### config.mk
export PLATFORM = sky130hd
export DESIGN_NAME = scsi_regfile
export DESIGN_NICKNAME = d
export VERILOG_FILES = /design/src/rtl/scsi_rf_pkg.sv /design/src/rtl/rf_bus_dec.sv /design/src/rtl/rf_wside.sv /design/src/rtl/rf_rside.sv /design/src/rtl/scsi_regfile.sv
export SDC_FILE = /design/constraint.sdc
export NUM_CORES = 1
export LEC_CHECK = 0
export CORE_MARGIN = 4
export CORE_UTILIZATION = 50
export DETAILED_ROUTE_END_ITERATION = 8
export PLACE_DENSITY = 0.7
export SKIP_CTS_REPAIR_TIMING = 1
export SLEW_MARGIN = 0
export SYNTH_ARGS = -nofsm -noshare
export SYNTH_HDL_FRONTEND = slang
export SYNTH_HIERARCHICAL = 1
export SYNTH_SLANG_ARGS = --single-unit
### constraint.sdc
create_clock -name clk -period 2.4 [get_ports clk]
set_input_delay 0.24 -clock clk [delete_from_list [all_inputs] [get_ports clk]]
set_output_delay 0.24 -clock clk [all_outputs]
set_load 0.01 [all_outputs]
### src/rtl/scsi_rf_pkg.sv
package scsi_rf_pkg;
  localparam int RF_DW   = 8;
  localparam int RF_NREG = 16;
  localparam int RF_IW   = $clog2(RF_NREG);

  typedef logic [RF_DW-1:0] rf_byte_t;

  // slot numbers that carry behaviour
  localparam int SLOT_STAT    = 4;
  localparam int SLOT_INTR    = 5;
  localparam int SLOT_SEQ     = 6;
  localparam int SLOT_FLAGS   = 7;
  localparam int SLOT_CFG1    = 8;
  localparam int SLOT_VARIANT = 14;

  localparam int STAT_PEND_BIT = 7;
  localparam int STAT_TC_BIT   = 4;
  localparam rf_byte_t STAT_ENG_MASK = 8'h7F;
  localparam rf_byte_t SEQ_ACK_VAL   = 8'h04;
  localparam rf_byte_t CFG1_INIT     = 8'h07;
  localparam rf_byte_t VARIANT_INIT  = 8'h04;

  function automatic logic rf_mirrored(input int slot);
    return (slot == SLOT_CFG1) || (slot >= 11 && slot < RF_NREG);
  endfunction

  function automatic rf_byte_t rf_read_init(input int slot);
    if (slot == SLOT_CFG1)    return CFG1_INIT;
    if (slot == SLOT_VARIANT) return VARIANT_INIT;
    return '0;
  endfunction
endpackage

### src/rtl/rf_bus_dec.sv
module rf_bus_dec
  import scsi_rf_pkg::*;
#(
  parameter int SHIFT = 2,
  localparam int AW = RF_IW + SHIFT
) (
  input  logic             clk,
  input  logic             rst,
  input  logic [AW-1:0]    bus_addr,
  input  logic             bus_rd,
  output logic [RF_IW-1:0] slot,
  output logic             rd_first
);
  logic rd_q;

  assign slot = bus_addr[SHIFT +: RF_IW];

  generate
    if (SHIFT > 0) begin : g_low
      logic unused_low_bits;
      assign unused_low_bits = ^bus_addr[SHIFT-1:0];
    end
  endgenerate

  always_ff @(posedge clk) begin
    if (rst) rd_q <= 1'b0;
    else     rd_q <= bus_rd;
  end

  // side effects fire only on the opening cycle of a read
  assign rd_first = bus_rd & ~rd_q;
endmodule

### src/rtl/rf_wside.sv
module rf_wside
  import scsi_rf_pkg::*;
(
  input  logic             clk,
  input  logic             rst,
  input  logic             soft_rst,
  input  logic             wr,
  input  logic [RF_IW-1:0] slot,
  input  rf_byte_t         wdata,
  input  logic [RF_IW-1:0] eng_raddr,
  output rf_byte_t         eng_rdata
);
  logic [RF_NREG-1:0][RF_DW-1:0] wq;

  for (genvar g = 0; g < RF_NREG; g++) begin : g_slot
    always_ff @(posedge clk) begin
      if (rst || soft_rst)
        wq[g] <= '0;
      else if (wr && slot == RF_IW'(g))
        wq[g] <= wdata;
    end
  end

  assign eng_rdata = wq[eng_raddr];
endmodule

### src/rtl/rf_rside.sv
module rf_rside
  import scsi_rf_pkg::*;
(
  input  logic                          clk,
  input  logic                          rst,
  input  logic                          soft_rst,
  input  logic                          wr,
  input  logic [RF_IW-1:0]              slot,
  input  rf_byte_t                      wdata,
  input  logic                          ack,
  input  rf_byte_t                      stat_set,
  input  rf_byte_t                      stat_clr,
  input  rf_byte_t                      intr_set,
  input  logic                          seq_we,
  input  rf_byte_t                      seq_val,
  input  logic                          flags_we,
  input  rf_byte_t                      flags_val,
  input  logic                          raise,
  input  logic                          lower,
  output logic [RF_NREG-1:0][RF_DW-1:0] rside,
  output logic                          irq
);
  for (genvar g = 0; g < RF_NREG; g++) begin : g_slot
    rf_byte_t q;
    rf_byte_t d;

    if (g == SLOT_STAT) begin : g_stat
      always_comb begin
        d = q;
        if (ack) begin
          d[STAT_PEND_BIT] = 1'b0;
          d[STAT_TC_BIT]   = 1'b0;
        end
        d = (d & ~(stat_clr & STAT_ENG_MASK)) | (stat_set & STAT_ENG_MASK);
        if (lower) d[STAT_PEND_BIT] = 1'b0;
        if (raise) d[STAT_PEND_BIT] = 1'b1;
      end
    end else if (g == SLOT_INTR) begin : g_intr
      always_comb begin
        d = ack ? '0 : q;
        d = d | intr_set;
      end
    end else if (g == SLOT_SEQ) begin : g_seq
      always_comb begin
        d = ack ? SEQ_ACK_VAL : q;
        if (seq_we) d = seq_val;
      end
    end else if (g == SLOT_FLAGS) begin : g_flags
      assign d = flags_we ? flags_val : q;
    end else if (rf_mirrored(g)) begin : g_mirror
      assign d = (wr && slot == RF_IW'(g)) ? wdata : q;
    end else begin : g_hold
      assign d = q;
    end

    always_ff @(posedge clk) begin
      if (rst || soft_rst) q <= rf_read_init(g);
      else                 q <= d;
    end

    assign rside[g] = q;
  end

  assign irq = rside[SLOT_STAT][STAT_PEND_BIT];
endmodule

### src/rtl/scsi_regfile.sv
module scsi_regfile
  import scsi_rf_pkg::*;
#(
  parameter int ADDR_SHIFT = 2,
  localparam int BUS_AW = RF_IW + ADDR_SHIFT
) (
  input  logic              clk,
  input  logic              rst,
  input  logic [BUS_AW-1:0] bus_addr,
  input  logic              bus_rd,
  input  logic              bus_wr,
  input  logic [7:0]        bus_wdata,
  output logic [7:0]        bus_rdata,
  input  logic [3:0]        eng_raddr,
  output logic [7:0]        eng_rdata,
  input  logic [7:0]        eng_stat_set,
  input  logic [7:0]        eng_stat_clr,
  input  logic [7:0]        eng_intr_set,
  input  logic              eng_seq_we,
  input  logic [7:0]        eng_seq_val,
  input  logic              eng_flags_we,
  input  logic [7:0]        eng_flags_val,
  input  logic              eng_raise,
  input  logic              eng_lower,
  input  logic              eng_soft_rst,
  output logic              irq
);
  logic [RF_IW-1:0]              reg_slot;
  logic                          rd_first;
  logic                          ack;
  logic [RF_NREG-1:0][RF_DW-1:0] rside_q;

  rf_bus_dec #(.SHIFT(ADDR_SHIFT)) u_dec (
    .clk      (clk),
    .rst      (rst),
    .bus_addr (bus_addr),
    .bus_rd   (bus_rd),
    .slot     (reg_slot),
    .rd_first (rd_first)
  );

  assign ack = rd_first && (reg_slot == RF_IW'(SLOT_INTR));

  rf_wside u_wside (
    .clk       (clk),
    .rst       (rst),
    .soft_rst  (eng_soft_rst),
    .wr        (bus_wr),
    .slot      (reg_slot),
    .wdata     (bus_wdata),
    .eng_raddr (eng_raddr),
    .eng_rdata (eng_rdata)
  );

  rf_rside u_rside (
    .clk       (clk),
    .rst       (rst),
    .soft_rst  (eng_soft_rst),
    .wr        (bus_wr),
    .slot      (reg_slot),
    .wdata     (bus_wdata),
    .ack       (ack),
    .stat_set  (eng_stat_set),
    .stat_clr  (eng_stat_clr),
    .intr_set  (eng_intr_set),
    .seq_we    (eng_seq_we),
    .seq_val   (eng_seq_val),
    .flags_we  (eng_flags_we),
    .flags_val (eng_flags_val),
    .raise     (eng_raise),
    .lower     (eng_lower),
    .rside     (rside_q),
    .irq       (irq)
  );

  assign bus_rdata = rside_q[reg_slot];
endmodule

# Yosys cells after proc, flatten, opt, wreduce, memory -nomap -nowiden
# Cells that the tools add are included.
dict set report word_totals {
  inputBits 67
  reg_bits 177
}
dict set report op_classes {
  magnitude_cmp 2
  n_eq_ne 15
  n_mux 11
  n_reduce_logical 20
  bitwise_logic 6
}
# op n
set op_table {}
lappend op_table {{$bmux 8 s4} 2}
lappend op_table {{$mux 8} 5}
lappend op_table {{$eq 4x4->1 const B} 8}
lappend op_table {{$logic_and 1x1->1} 17}
lappend op_table {{$eq 4x3->1 const B} 4}
lappend op_table {{$lt 4x5->1 const B} 2}
lappend op_table {{$and 8x8->8} 1}
lappend op_table {{$eq 4x2->1 const B} 2}
lappend op_table {{$not 7->8} 1}
lappend op_table {{$or 8x7->8} 1}
lappend op_table {{$or 8x8->8} 1}
lappend op_table {{$eq 4x1->1 const B} 1}
lappend op_table {{$logic_not 4->1} 1}
lappend op_table {{$mux 1} 4}
lappend op_table {{$reduce_bool 2->1} 1}
lappend op_table {{$and 1x1->1} 1}
lappend op_table {{$logic_or 1x1->1} 1}
lappend op_table {{$not 1->1} 1}

# Logic depth before layout (Yosys ltp)
dict set report depth {
  ltp_word 8
  mapped_depth 9
  ltp_nobuf 6
}

# Hierarchy
# Netlist, hierarchy kept.
# mod area_each_um2 instances cells_each
set modules_own_cells {}
lappend modules_own_cells {rf_wside 5921.9 1 684}
lappend modules_own_cells {rf_rside 3276.9 1 347}
lappend modules_own_cells {scsi_regfile 1092.3 1 91}
lappend modules_own_cells {rf_bus_dec 77.6 1 7}

# Worst setup path after synthesis
# No wires, ideal clock.
dict set report synth_timing {
  path_kind {input-to-reg}
  start {input bus_addr[5]}
  end {register u_rside.g_slot[5].q[6]}
  arrival_ns 1.612
  path_buffers 4
  setup_slack_ns 0.671
  path_stages 8
  path_cell_list {buf_4 -> buf_2 -> clkbuf_1 -> nor4_1 -> buf_2 -> clkinv_1 -> a21oi_1 -> nor2_1}
}
dict set report synth_between {
  elab_chain_cells 4
}
# item line
set synth_rtl {}
lappend synth_rtl {{start: declaration} scsi_regfile.sv:9} ;# input logic [BUS_AW-1:0] bus_addr,
lappend synth_rtl {{$eq 4x3->1} scsi_regfile.sv:42} ;# assign ack = rd_first && (reg_slot == RF_IW'(SLOT_INTR));
lappend synth_rtl {{$logic_and 1x1->1} scsi_regfile.sv:42}
lappend synth_rtl {{named net ack} scsi_regfile.sv:30} ;# logic ack;
lappend synth_rtl {{$mux 8} rf_rside.sv:40} ;# d = ack ? '0 : q;
lappend synth_rtl {{$or 8x8->8} rf_rside.sv:41} ;# d = d | intr_set;
lappend synth_rtl {{end signal: assignment} rf_rside.sv:57} ;# if (rst || soft_rst) q <= rf_read_init(g);
lappend synth_rtl {{end: declaration} rf_rside.sv:24} ;# rf_byte_t q;
# The timed path passes the listed nets, and every way through them passes these cells.
# A chain may end at the register's enable or synchronous reset.

# Worst setup path after layout
dict set report layout_timing {
  start {register u_wside/wq[95] (netlist name)}
  end {output eng_rdata[7]}
}
dict set report layout_between {
  elab_chain_cells 2
}
# item line
set layout_rtl {}
lappend layout_rtl {{start: declaration} rf_wside.sv:13} ;# logic [RF_NREG-1:0][RF_DW-1:0] wq;
lappend layout_rtl {{start signal: indexed assignment} rf_wside.sv:20} ;# wq[g] <= wdata;
lappend layout_rtl {{$bmux 8 s4} rf_wside.sv:24} ;# assign eng_rdata = wq[eng_raddr];
lappend layout_rtl {{$mux 8 (not written as such)} rf_wside.sv:24}
lappend layout_rtl {{end: declaration} scsi_regfile.sv:15} ;# output logic [7:0] eng_rdata,
# No other way between the ends. The select of a mux whose other input is x is not followed.

==> run_results.csv <==
group,metric,value,unit
clocking,cts.sinks,209,
yosys,synth.cell_area,10400,um^2
yosys,synth_top_family_by_area,"multiplexers",
finish,finish.instance_area,12100,um^2
floorplanning,design.die.area,23100,um^2
grt,first_pass_grt_wire_length,43900,um
floorplanning,floorplan.die.height,152,um
placed_design,place.gp.congestion,0.762,
yosys,synth-main-ff-cell,"sky130_fd_sc_hd__dfxtp_1",
finish,n_antenna_cell,0,
run_status,run_status,"complete, no violations",
job,drv_cap,0,
clocking,worstSkewPairLatency,0.51,ns
sta,maxSlewViolCount,0,
power_and_ir_drop,cell_internal_pwr,0.00579,W
clocking,cts_htree_levels,1,
critical_path,cp.required,2.16,ns
yosys,post_synth_fa_ha_maj_area_fraction,0,%
yosys,synth_xor_xnor_area_share,0,%
finish,layout_commonest_cell,"sky130_fd_sc_hd__dfxtp_1",
yosys,synth_seq_area_share,40.4,%
routing,drt_pass1_iterations,5,
yosys,synth-compound-area-share,17.0,%
yosys,yosys_warnings,6,
power_and_ir_drop,power_frac_seq,45.7,%
routing,wire_per_inst,19.0,um
finish,area_delta_synth_final,16.3,%
placed_design,port_buffers,79,
clocking,clk_pin_slew,0.06,ns
yosys,post_synth_mux_area_share,19.1,%
floorplanning,core_region_area,20300,um^2
critical_path,worst-setup-path-type,"reg -> out",
floorplanning,placementRows,52,
grt,gr-usage-all-layers,22.6,%
power_and_ir_drop,switching_share_of_power,24.9,%
routing,drt-total-wl,27400,um
sta,time_the_worst_path_needs_with_i_o_delays_and_setup,2.32,ns
power_and_ir_drop,clock_power_share,43.2,%
power_and_ir_drop,combPwrFrac,11.1,%
yosys,post_synth_and_or_nand_nor_area_fraction,13.5,%
floorplanning,floorplan.die.width,152,um
clocking,tritoncts.num_buffers,23,
routing,postRouteAntennaNets,0,
yosys,post_synth_num_cell_types,46,
power_and_ir_drop,peakVddDrop,0.528,mV
power_and_ir_drop,p_leak,4.52,nW
routing,post-route-drc-count,0,
placed_design,dp_slack,-0.0545,ns
routing,avgViaCountPerCell,6.00,
critical_path,critPathCaptureType,"output port",
grt,initial_antenna_violation_count,0,
critical_path,timing.critical_path.from_type,"flop",
routing,vias,8670,
power_and_ir_drop,cellPowerDensity,640,nW/um^2
power_and_ir_drop,p_total,0.00771,W
sta,maxClockFrequency,0.431,GHz
grt,gr-total-overflow,0,
grt,grt_max_degree,55,
clocking,cts.root.buffer_cell,"sky130_fd_sc_hd__clkbuf_16",
floorplanning,start_util,51.1,%
grt,number_of_global_route_vias_before_repair,8345,
clocking,tritoncts,"built",
sta,worst_clock_skew,0.00471,ns
power_and_ir_drop,power_dissipated_by_switching_net_loads,0.00192,W
critical_path,critical_path.max_fanout,2,
clocking,deepest_clock_path_buffer_count,3,
yosys,synthesis.area_per_instance,9.18,um^2
sta,slew_hr,52.8,%
yosys,synth.ff_latch_count,209,
min_path,min_path_type,"in -> reg",
finish,filler_cell_count,1778,
sta,final_hold_vios,0,
finish,most_frequent_cells_in_the_layout,"sky130_fd_sc_hd__dfxtp_1 (209), sky130_fd_sc_hd__a21oi_1 (149), sky130_fd_sc_hd__nand3_1 (133)",
yosys,synth_cells,1129,
finish,layout-drive-gt1-share,14.7,%
sta,number_of_setup_violations_in_the_final_report,0,
routing,detail_route.iter0.violations,723,
sta,final_critical_path_setup_slack,0.0786,ns
floorplanning,io_pins,84,
sta,min_period_over_period,96.7,%
finish,final_net_count,1228,
yosys,synth-edff-count,0,
sta,grt_setup_unrepaired,"no",
sta,worst_pin_slew,0.705,ns
placed_design,place_area,11300,um^2
yosys,synth-async-reset-ratio,0,%
critical_path,arr_time_crit_path,2.08,ns
placed_design,detailed_place_hpwl,16700,um
-- kinds of logic (layout without fill, tap and decap cells) --
family / count (synthesis) / after routing
other: 1 / 48
and+or+nand+nor: 281 / 281
AOI/OAI and AO/OA: 329 / 329
DFF: 209 / 209
muxes: 125 / 125
buffers and inverters: 184 / 182
-- path summary, 6_finish.rpt --
path | to | start | slack (ns) | cells past startpoint
worst max-delay path | eng_rdata[7] | u_wside/wq[95] | 0.08 | 4
worst min-delay path | u_rside/g_slot[4].q[3] | eng_stat_set[3] | 0.31 | 3
worst max register to register | u_rside/g_slot[4].q[4] | u_dec/rd_q | 0.78 | 6
worst min register to register | u_rside/g_slot[14].q[6] | u_rside/g_slot[14].q[6] | 0.46 | 2
-- metal layers --
layer  vias to the layer above  track usage, %  part of all wire (%)
met4                         0            4.97                   1.6
met2                       381            37.4                    47
li1                       4038               -                     -
met3                        41            5.18                   9.0
met5                         -               0                     0
met1                      4210            30.5                    42
-- power groups by stage --
| stage | Sequential [W] | Combinational, W | Clock, W |
|---|---|---|---|
| after floorplan | 0.00359 | 0.000563 | 0 |
| after global placement | 0.00360 | 0.000840 | 0 |
| after detailed placement | 0.00360 | 0.000844 | 0 |
| after CTS | 0.00352 | 0.000846 | 0.00337 |
| after global routing | 0.00353 | 0.000916 | 0.00353 |
| final | 0.00352 | 0.000856 | 0.00333 |
-- worst max-delay path: stages (launching register included) --
cell                              delay, ns
sky130_fd_sc_hd__dfxtp_1               0.30
sky130_fd_sc_hd__mux4_2                0.47
sky130_fd_sc_hd__a22oi_2               0.24
sky130_fd_sc_hd__nand2_1               0.08
sky130_fd_sc_hd__clkdlybuf4s50_1       0.48
-- cell type report --
class | instances | area (um^2) | area share (%)
Timing Repair Buffer | 134 | 1410 | 11.7
Clock inverter | 3 | 30.0 | 0.249
Inverter | 10 | 37.5 | 0.311
Multi-Input combinational cell | 783 | 5390 | 44.7
Clock buffer | 35 | 671 | 5.56
Sequential cell | 209 | 4180 | 34.7
Tap cell | 270 | 338 | 2.80
-- cells in the mapped netlist (2+ instances only) --
cell type                  instances  area (um^2)
sky130_fd_sc_hd__a22oi_1          20          150
sky130_fd_sc_hd__nand2_1          62          233
sky130_fd_sc_hd__nor3b_1           7         52.6
sky130_fd_sc_hd__dfxtp_1         209         4180
sky130_fd_sc_hd__mux2i_1          67          671
sky130_fd_sc_hd__o21ai_1          25          125
sky130_fd_sc_hd__nor2_1           39          146
sky130_fd_sc_hd__nand3b_1          5         37.5
sky130_fd_sc_hd__a21oi_1         149          746
sky130_fd_sc_hd__nor2b_4           2         27.5
sky130_fd_sc_hd__nand2b_1          2         12.5
sky130_fd_sc_hd__nand3_2           2         20.0
sky130_fd_sc_hd__and2_1            3         18.8
sky130_fd_sc_hd__mux4_1            2         52.6
sky130_fd_sc_hd__o21ai_0         116          581
sky130_fd_sc_hd__clkbuf_2          9         45.0
sky130_fd_sc_hd__buf_2            38          190
sky130_fd_sc_hd__inv_1             9         33.8
sky130_fd_sc_hd__nor3_1            2         10.0
sky130_fd_sc_hd__nor2b_1           9         56.3
sky130_fd_sc_hd__nand3_1         133          666
sky130_fd_sc_hd__a31oi_1           4         25.0
sky130_fd_sc_hd__or2_1             2         12.5
sky130_fd_sc_hd__clkbuf_1         58          218
sky130_fd_sc_hd__a32oi_1           6         52.6
sky130_fd_sc_hd__buf_4            60          450
sky130_fd_sc_hd__mux4_2           56         1260
sky130_fd_sc_hd__o211ai_1          5         37.5
sky130_fd_sc_hd__and3b_1           2         17.5
sky130_fd_sc_hd__or2_2             2         12.5
sky130_fd_sc_hd__buf_6             8         90.1
sky130_fd_sc_hd__a22oi_2           2         25.0
-- registers in the layout (all words and copies together) (netlist names) --
signal / cells
u_rside/g_slot.q: 80
u_wside/wq: 128
u_dec/rd_q: 1
-- stage by stage --
stage	std cells	setup TNS (ns)	hold WS, ns	utilization (%)
after CTS	1444	-0.444	0.306	59.0
final	1444	0	0.312	59.4
after detailed placement	1406	-0.104	0.455	55.5
after global routing	1444	0	0.315	59.4
after global placement	1406	-0.0988	0.439	55.5
after floorplan	1176	0	0.304	-
Power figures use the tool's default switching activity.
